**config.mk**
```make
export PLATFORM = sky130hd
export DESIGN_NAME = mpkt_wake_ctrl
export DESIGN_NICKNAME = d
export VERILOG_FILES = /design/src/rtl/mpkt_wake_pkg.sv /design/src/rtl/mpkt_pattern_scan.sv /design/src/rtl/mpkt_rearm_timer.sv /design/src/rtl/mpkt_wake_seq.sv /design/src/rtl/mpkt_sticky_flag.sv /design/src/rtl/mpkt_wake_ctrl.sv
export SDC_FILE = /design/constraint.sdc
export NUM_CORES = 1
export LEC_CHECK = 0
export BUFFER_PORTS_ARGS = -buffer_cell sky130_fd_sc_hd__buf_2
export CAP_MARGIN = 5
export CELL_PAD_IN_SITES_DETAIL_PLACEMENT = 0
export CELL_PAD_IN_SITES_GLOBAL_PLACEMENT = 1
export CORE_MARGIN = 3
export CORE_UTILIZATION = 39
export DETAILED_ROUTE_END_ITERATION = 10
export MAX_ROUTING_LAYER = met4
export PLACE_DENSITY = 0.95
export SKIP_LAST_GASP = 1
export SLEW_MARGIN = 0
export SYNTH_ARGS = -nofsm -noshare
export SYNTH_HDL_FRONTEND = slang
export SYNTH_SLANG_ARGS = --single-unit
```
**constraint.sdc**
```tcl
create_clock -name clk -period 5.3 [get_ports clk]
set_input_delay 0.53 -clock clk [delete_from_list [all_inputs] [get_ports clk]]
set_output_delay 0.53 -clock clk [all_outputs]
set_load 0.005 [all_outputs]
```
**src/rtl/mpkt_wake_pkg.sv**
```systemverilog
package mpkt_wake_pkg;
   typedef enum logic {SCAN_SYNC, SCAN_ADDR} scan_phase_t;
   typedef enum logic {SEQ_RUN, SEQ_HALT} seq_state_t;
   localparam int FLAG_MATCH = 0;
   localparam int FLAG_INT   = 1;
   localparam int FLAG_PME   = 2;
   localparam int NUM_FLAGS  = 3;
endpackage

```
**src/rtl/mpkt_pattern_scan.sv**
```systemverilog
module mpkt_pattern_scan
   import mpkt_wake_pkg::*;
#(
   parameter int ADDR_W      = 48,
   parameter int SYNC_BYTES  = 6,
   parameter int ADDR_COPIES = 16,
   parameter logic [7:0] SYNC_VAL = 8'hFF
) (
   input  logic              clk,
   input  logic              rst_n,
   input  logic              scan_en_i,
   input  logic              valid_i,
   input  logic              sof_i,
   input  logic [7:0]        byte_i,
   input  logic [ADDR_W-1:0] addr_i,
   output logic              hit_o
);
   localparam int OCTETS = ADDR_W / 8;
   localparam int OW     = $clog2(OCTETS);
   localparam int CW     = $clog2(ADDR_COPIES);
   localparam int SW     = $clog2(SYNC_BYTES + 1);
   localparam logic [OW-1:0] OCT_LAST  = OW'(OCTETS - 1);
   localparam logic [CW-1:0] COPY_LAST = CW'(ADDR_COPIES - 1);
   localparam logic [SW-1:0] SYNC_FULL = SW'(SYNC_BYTES);

   generate
      if (ADDR_W % 8 != 0 || ADDR_W < 16) begin : g_bad_addr
         $error("ADDR_W must be a multiple of 8 and at least 16");
      end
      if (SYNC_BYTES < 2) begin : g_bad_sync
         $error("SYNC_BYTES must be at least 2");
      end
      if (ADDR_COPIES < 2) begin : g_bad_copies
         $error("ADDR_COPIES must be at least 2");
      end
   endgenerate

   logic [7:0] octet [2**OW];
   generate
      for (genvar g = 0; g < 2**OW; g++) begin : g_octet
         if (g < OCTETS) begin : g_real
            assign octet[g] = addr_i[ADDR_W-1-8*g -: 8];
         end else begin : g_pad
            assign octet[g] = 8'h00;
         end
      end
   endgenerate

   scan_phase_t    phase_q, phase_n, ph;
   logic [SW-1:0]  sync_q, sync_n, sc;
   logic [OW-1:0]  oct_q, oct_n, oc;
   logic [CW-1:0]  copy_q, copy_n, cc;
   logic           hit;

   always_comb begin
      ph = phase_q;
      sc = sync_q;
      oc = oct_q;
      cc = copy_q;
      if (sof_i) begin
         ph = SCAN_SYNC;
         sc = '0;
         oc = '0;
         cc = '0;
      end
      phase_n = phase_q;
      sync_n  = sync_q;
      oct_n   = oct_q;
      copy_n  = copy_q;
      hit     = 1'b0;
      if (!scan_en_i) begin
         phase_n = SCAN_SYNC;
         sync_n  = '0;
         oct_n   = '0;
         copy_n  = '0;
      end else if (valid_i) begin
         phase_n = ph;
         sync_n  = sc;
         oct_n   = oc;
         copy_n  = cc;
         case (ph)
            SCAN_SYNC: begin
               if (byte_i == SYNC_VAL) begin
                  if (sc + 1'b1 == SYNC_FULL) begin
                     phase_n = SCAN_ADDR;
                     sync_n  = '0;
                     oct_n   = '0;
                     copy_n  = '0;
                  end else begin
                     sync_n = sc + 1'b1;
                  end
               end else begin
                  sync_n = '0;
               end
            end
            default: begin
               if (byte_i == octet[oc]) begin
                  if (oc == OCT_LAST) begin
                     oct_n = '0;
                     if (cc == COPY_LAST) begin
                        hit     = 1'b1;
                        phase_n = SCAN_SYNC;
                        copy_n  = '0;
                     end else begin
                        copy_n = cc + 1'b1;
                     end
                  end else begin
                     oct_n = oc + 1'b1;
                  end
               end else if (byte_i == SYNC_VAL && oc == '0 && cc == '0) begin
                  phase_n = SCAN_ADDR;
               end else begin
                  phase_n = SCAN_SYNC;
                  oct_n   = '0;
                  copy_n  = '0;
                  sync_n  = (byte_i == SYNC_VAL) ? SW'(1) : '0;
               end
            end
         endcase
      end
   end

   always_ff @(posedge clk or negedge rst_n) begin
      if (!rst_n) begin
         phase_q <= SCAN_SYNC;
         sync_q  <= '0;
         oct_q   <= '0;
         copy_q  <= '0;
      end else begin
         phase_q <= phase_n;
         sync_q  <= sync_n;
         oct_q   <= oct_n;
         copy_q  <= copy_n;
      end
   end

   assign hit_o = hit;
endmodule

```
**src/rtl/mpkt_rearm_timer.sv**
```systemverilog
module mpkt_rearm_timer #(
   parameter int CLK_PERIOD_NS = 4,
   parameter int MIN_LOW_NS    = 200
) (
   input  logic clk,
   input  logic rst_n,
   input  logic pg_i,
   output logic low_ok_o
);
   localparam int LOW_CYCLES = (MIN_LOW_NS + CLK_PERIOD_NS - 1) / CLK_PERIOD_NS;
   localparam int TW         = $clog2(LOW_CYCLES + 1);
   localparam logic [TW-1:0] CNT_FULL = TW'(LOW_CYCLES);

   generate
      if (CLK_PERIOD_NS < 1 || MIN_LOW_NS < 1) begin : g_bad_time
         $error("timing parameters must be positive");
      end
   endgenerate

   logic [TW-1:0] cnt_q;

   always_ff @(posedge clk or negedge rst_n) begin
      if (!rst_n)                 cnt_q <= CNT_FULL;
      else if (pg_i)              cnt_q <= '0;
      else if (cnt_q != CNT_FULL) cnt_q <= cnt_q + 1'b1;
   end

   assign low_ok_o = (cnt_q == CNT_FULL);
endmodule

```
**src/rtl/mpkt_wake_seq.sv**
```systemverilog
module mpkt_wake_seq
   import mpkt_wake_pkg::*;
(
   input  logic clk,
   input  logic rst_n,
   input  logic mode_en_i,
   input  logic pg_i,
   input  logic pg_low_ok_i,
   input  logic hit_i,
   output logic scan_en_o,
   output logic suspend_o
);
   seq_state_t st_q;
   logic pg_seen_q, off_seen_q;
   logic pg_seen, off_seen;

   assign pg_seen  = pg_seen_q | pg_i;
   assign off_seen = off_seen_q | ~mode_en_i;

   always_ff @(posedge clk or negedge rst_n) begin
      if (!rst_n) begin
         st_q       <= SEQ_RUN;
         pg_seen_q  <= 1'b0;
         off_seen_q <= 1'b0;
      end else begin
         case (st_q)
            SEQ_RUN: begin
               pg_seen_q  <= 1'b0;
               off_seen_q <= 1'b0;
               if (hit_i) st_q <= SEQ_HALT;
            end
            default: begin
               if (pg_seen && off_seen) begin
                  st_q       <= SEQ_RUN;
                  pg_seen_q  <= 1'b0;
                  off_seen_q <= 1'b0;
               end else begin
                  pg_seen_q  <= pg_seen;
                  off_seen_q <= off_seen;
               end
            end
         endcase
      end
   end

   assign suspend_o = (st_q == SEQ_HALT);
   assign scan_en_o = mode_en_i & ~pg_i & pg_low_ok_i & (st_q == SEQ_RUN);
endmodule

```
**src/rtl/mpkt_sticky_flag.sv**
```systemverilog
module mpkt_sticky_flag (
   input  logic clk,
   input  logic rst_n,
   input  logic set_i,
   input  logic clr_i,
   output logic flag_o
);
   always_ff @(posedge clk or negedge rst_n) begin
      if (!rst_n)     flag_o <= 1'b0;
      else if (set_i) flag_o <= 1'b1;
      else if (clr_i) flag_o <= 1'b0;
   end
endmodule

```
**src/rtl/mpkt_wake_ctrl.sv**
```systemverilog
module mpkt_wake_ctrl
   import mpkt_wake_pkg::*;
#(
   parameter int ADDR_W        = 48,
   parameter int SYNC_BYTES    = 6,
   parameter int ADDR_COPIES   = 16,
   parameter int CLK_PERIOD_NS = 4,
   parameter int MIN_LOW_NS    = 200
) (
   input  logic              clk,
   input  logic              rst_n,
   input  logic              rx_valid_i,
   input  logic              rx_sof_i,
   input  logic              rx_eof_i,
   input  logic [7:0]        rx_byte_i,
   input  logic [ADDR_W-1:0] station_addr_i,
   input  logic              mode_en_i,
   input  logic              pg_i,
   input  logic              irq_en_i,
   input  logic              mp_irq_en_i,
   input  logic              pme_en_i,
   input  logic              pme_ovr_i,
   input  logic              led_sel_i,
   input  logic              led_pol_i,
   input  logic              clr_match_i,
   input  logic              clr_mp_int_i,
   input  logic              clr_pme_i,
   output logic              match_sts_o,
   output logic              mp_int_sts_o,
   output logic              pme_sts_o,
   output logic              irq_o,
   output logic              pme_o,
   output logic              led_o,
   output logic              rx_suspend_o,
   output logic              frame_drop_o
);
   logic hit, scan_en, pg_low_ok;
   logic [NUM_FLAGS-1:0] flag_clr, flag_q;
   logic frame_hit_q, drop_q, irq_q, pme_q, led_q;

   mpkt_rearm_timer #(.CLK_PERIOD_NS(CLK_PERIOD_NS), .MIN_LOW_NS(MIN_LOW_NS)) u_timer (
      .clk(clk), .rst_n(rst_n), .pg_i(pg_i), .low_ok_o(pg_low_ok)
   );

   mpkt_wake_seq u_seq (
      .clk(clk), .rst_n(rst_n), .mode_en_i(mode_en_i), .pg_i(pg_i),
      .pg_low_ok_i(pg_low_ok), .hit_i(hit), .scan_en_o(scan_en),
      .suspend_o(rx_suspend_o)
   );

   mpkt_pattern_scan #(.ADDR_W(ADDR_W), .SYNC_BYTES(SYNC_BYTES),
                       .ADDR_COPIES(ADDR_COPIES)) u_scan (
      .clk(clk), .rst_n(rst_n), .scan_en_i(scan_en), .valid_i(rx_valid_i),
      .sof_i(rx_sof_i), .byte_i(rx_byte_i), .addr_i(station_addr_i), .hit_o(hit)
   );

   assign flag_clr[FLAG_MATCH] = clr_match_i;
   assign flag_clr[FLAG_INT]   = clr_mp_int_i;
   assign flag_clr[FLAG_PME]   = clr_pme_i;

   generate
      for (genvar f = 0; f < NUM_FLAGS; f++) begin : g_flag
         mpkt_sticky_flag u_flag (
            .clk(clk), .rst_n(rst_n), .set_i(hit), .clr_i(flag_clr[f]),
            .flag_o(flag_q[f])
         );
      end
   endgenerate

   assign match_sts_o  = flag_q[FLAG_MATCH];
   assign mp_int_sts_o = flag_q[FLAG_INT];
   assign pme_sts_o    = flag_q[FLAG_PME];

   always_ff @(posedge clk or negedge rst_n) begin
      if (!rst_n) begin
         frame_hit_q <= 1'b0;
         drop_q      <= 1'b0;
      end else begin
         drop_q <= rx_valid_i & rx_eof_i & (hit | (frame_hit_q & ~rx_sof_i));
         if (rx_valid_i & (rx_sof_i | rx_eof_i)) frame_hit_q <= hit & ~rx_eof_i;
         else if (hit)                          frame_hit_q <= 1'b1;
      end
   end

   always_ff @(posedge clk or negedge rst_n) begin
      if (!rst_n) begin
         irq_q <= 1'b0;
         pme_q <= 1'b0;
         led_q <= 1'b0;
      end else begin
         irq_q <= flag_q[FLAG_INT] & irq_en_i & mp_irq_en_i;
         pme_q <= flag_q[FLAG_PME] & (pme_en_i | pme_ovr_i);
         led_q <= led_pol_i ? (led_sel_i & flag_q[FLAG_MATCH])
                            : ~(led_sel_i & flag_q[FLAG_MATCH]);
      end
   end

   assign frame_drop_o = drop_q;
   assign irq_o        = irq_q;
   assign pme_o        = pme_q;
   assign led_o        = led_q;
endmodule

```
==> summary.txt <==
Yosys
  – Synthesized area: around 2300 um2
  – Register bit count reported by yosys: 28
  – Top cell type by total area after synthesis: dfrtp_1
  – Synth Area in XOR/XNOR: under 10%
  – Synth Area in Simple Gates: between 20% and 30%
  – Top post-synthesis cells by area: dfrtp_1 (28%), mux2i_1 (6.2%), nor2_1 (5.2%)
  – Primary FF master, synth: dfrtp_1
  – Async set or reset register ratio after synthesis: 100%
  – Synthesized instance count: 271
  – Mapped Avg Cell Area: 8.32 um2
  – Syn nets: 349
  – Synth Area in Compound Gates: 24.5%
  – Largest family of logic cells by synthesized area: compound AO/OA/AOI/OAI gates
  – Synth warn: 0
  – Yosys cell types: 58
  – Seq/Total Area, Yosys: 31.2%
  – Top-area cell type share of the netlist area: 27.7%
  – EDFF count, synth: 0
  – Adder-cell share of the synthesized area: 3.33%
  – Post-synthesis mux area share: 8.87%

STA
  – Achievable Freq: 299 MHz
  – Slew @ Worst Pin: 1.04 ns
  – RSZ-0062 raised after global routing: no
  – Fin crit period: 3.34 ns
  – Final Hold Fails: 0
  – Hold WS: 0.278 ns
  – Slew Limit Fails: 0
  – Tcrit/Tclk final: a little over three fifths
  – Number of setup violations in the final report: 0
  – Worst slew margin: 30.8%
  – Setup TNS: 0 ns
  – Clk_skew: 0.00250 ns

Run status
  – Status: finished, final reports clean

Floorplanning
  – Die area: slightly below 7000 um2
  – CORE AREA: roughly 5500 um2
  – Die height: about 80 um
  – Row cnt: 27
  – Width of the die: 82.1 um
  – I/O pin total: 80
  – Initial core utilization: 40.7%

Detailed routing
  – DRC: 0
  – Initial drt markers: 204
  – Routed WL: 6030 um
  – Vias: approximately 2,300
  – Vias per cell: 5.48
  – WL per Instance: 14.5 um
  – Final ANT Viol Nets: 0
  – Drt pass-1 iters: 4

Clock tree
  – Hold_buf cts: 0
  – Post-CTS sizing: 0
  – H-tree depth: 1
  – Clock Latency Late Sink: around 0.27 ns
  – Clk pin slew, worst setup/hold paths: 0.09 ns
  – CTS Sinks: 28
  – Clock root cell: clkbuf_8
  – CTS buffer count: 3
  – Clock buffer depth: 2
  – CTS tree: done
  – Post-CTS Repair Setup Buffers: 0

Worst hold path
  – Hold Path Class: input port to async pin

Worst setup path
  – Critical Path Fanout Max: 27
  – CP Capture Type: register
  – WP data arrival: 3.51 ns
  – Req. time, crit path: 5.47 ns
  – Startpoint Class: register
  – CP Class: register to register

Finish
  – Final instance area: 2720 um2
  – Antenna diodes: 0
  – Layout area overhead: 20.5%
  – Layout Nets: ~420
  – Share of cells above drive strength 1: 28.3%

Global route
  – Overall global routing resource usage: 18.5%
  – Number of antenna violations at the first check in global routing: 0
  – Largest net degree at the start of global routing: 30
  – Vias in the first global route: 2,100
  – Remaining global-route overflow: 0
  – First-pass GRT wire length: 9660 um

Job
  – Max-cap check violation count: 0

Place
  – Placement-stage cell area: about 2700 um2
  – IO buf count: 79
  – Gp weighted congestion: 0.978
  – HPWL Detailed: 4700 um

Power and ir drop
  – Pwr/cell area: 150 nW/um2
  – VDD IR max: between 0.09 and 0.1 mV
  – Static Leakage: roughly 1.3 nW
-- critical path, stage by stage (launching register included) --
cell and delay (ns):
dfrtp_1 1.04, nand2b_1 0.32, o31ai_1 0.29, o22ai_1 0.11, xor2_1 0.16, a2111oi_0 0.45, and2_1 0.35, o21ai_2 0.09
a21o_1 0.19, a22o_1 0.22
-- metal layers --
metal,GRT usage (%),vias to the layer above,wire [um]
met5,-,-,0
met4,3.16,0,59
met3,3.73,6,432
met2,27.8,88,2830
met1,26.1,1046,2710
li1,-,1133,-
-- layout by cell type (no fill, tap or decap), drive strengths merged, types with 6 or more instances in the layout --
cell type  instances
ha                 6
dfrtp             25
nor2              31
mux2i             14
nor3              12
nand2b             7
inv               18
nand2             21
nor2b              9
a21oi             12
o21ai             12
buf               79
nand3              6
a21o               6
-- area by class of cell --
cell class / count / area [um2]
Fill cell: 566 / 2820
Multi-Input combinational cell: 214 / 1420
Sequential cell: 28 / 704
Timing Repair Buffer: 79 / 395
Tap cell: 72 / 90.1
Inverter: 18 / 67.6
Clock buffer: 4 / 45.0
-- state kept, by name, indices dropped and copies added, names as in the netlist, 3 cells and up --
| signal | cells |
|---|---|
| u_timer.cnt_q | 6 |
| u_scan.oct_q | 3 |
| u_scan.sync_q | 3 |
| g_flag.u_flag.flag_o | 3 |
| u_scan.copy_q | 4 |
-- synth_stat cells, drive strengths merged, types with 2 or more instances --
cell type  count
o2bb2ai        2
mux2           5
nor2          31
o21bai         3
o22ai          5
o31ai          4
nand2b         7
dfstp          3
buf            7
ha             6
nor2b          9
nor3b          4
inv           18
nor4           2
nand2         21
a22o           4
nand3          6
a211oi         3
a21oi         12
dfrtp         25
a22oi          4
o31a           3
o21a           2
a221oi         3
xnor2          2
o21ai         12
mux2i         14
nand4          4
clkbuf         4
nor3          12
a2bb2oi        3
xor2           5
and3           3
a21o           6
a2111oi        2
-- worst paths after layout --
path                                          from                      end  slack (ns)  depth (start not counted)
max                                u_scan.oct_q[0]         u_scan.copy_q[0]        1.96                          9
min                                          rst_n          u_scan.oct_q[2]        0.28                          1
max reg2reg                        u_scan.oct_q[0]         u_scan.copy_q[0]        1.96                          9
min reg2reg                g_flag[1].u_flag.flag_o  g_flag[1].u_flag.flag_o        0.51                          1
max in group asynchronous                    rst_n         u_scan.copy_q[0]        4.60                          1
min in group clk                         led_pol_i                    led_o        0.43                          2
-- per-stage QoR --
stage	setup slack (ns)	util [%]	cells	total power [W]
after floorplan	2.36	-	271	0.000254
after global placement	2.02	48.3	411	0.000293
after detailed placement	1.97	48.3	411	0.000293
after CTS	1.97	49.1	415	0.000413
after global routing	1.73	49.1	415	0.000427
final	1.96	49.1	415	0.000407
-- power breakdown --
part           total (W)  internal [W]  leakage, nW  switching (W)
Combinational  0.0000719     0.0000350        0.869      0.0000369
Clock           0.000117     0.0000538       0.0228      0.0000631
Sequential      0.000218      0.000216        0.376     0.00000198
-- kinds of logic after synthesis --
| kind of cell | after synthesis |
|---|---|
| and+or+nand+nor | 105 |
| DFF | 28 |
| buffers and inverters | 29 |
| adders and majority gates | 6 |
| xor gates and xnor gates | 7 |
| muxes | 19 |
| AOI/OAI and AO/OA | 77 |
(Power assumes the default switching activity.)
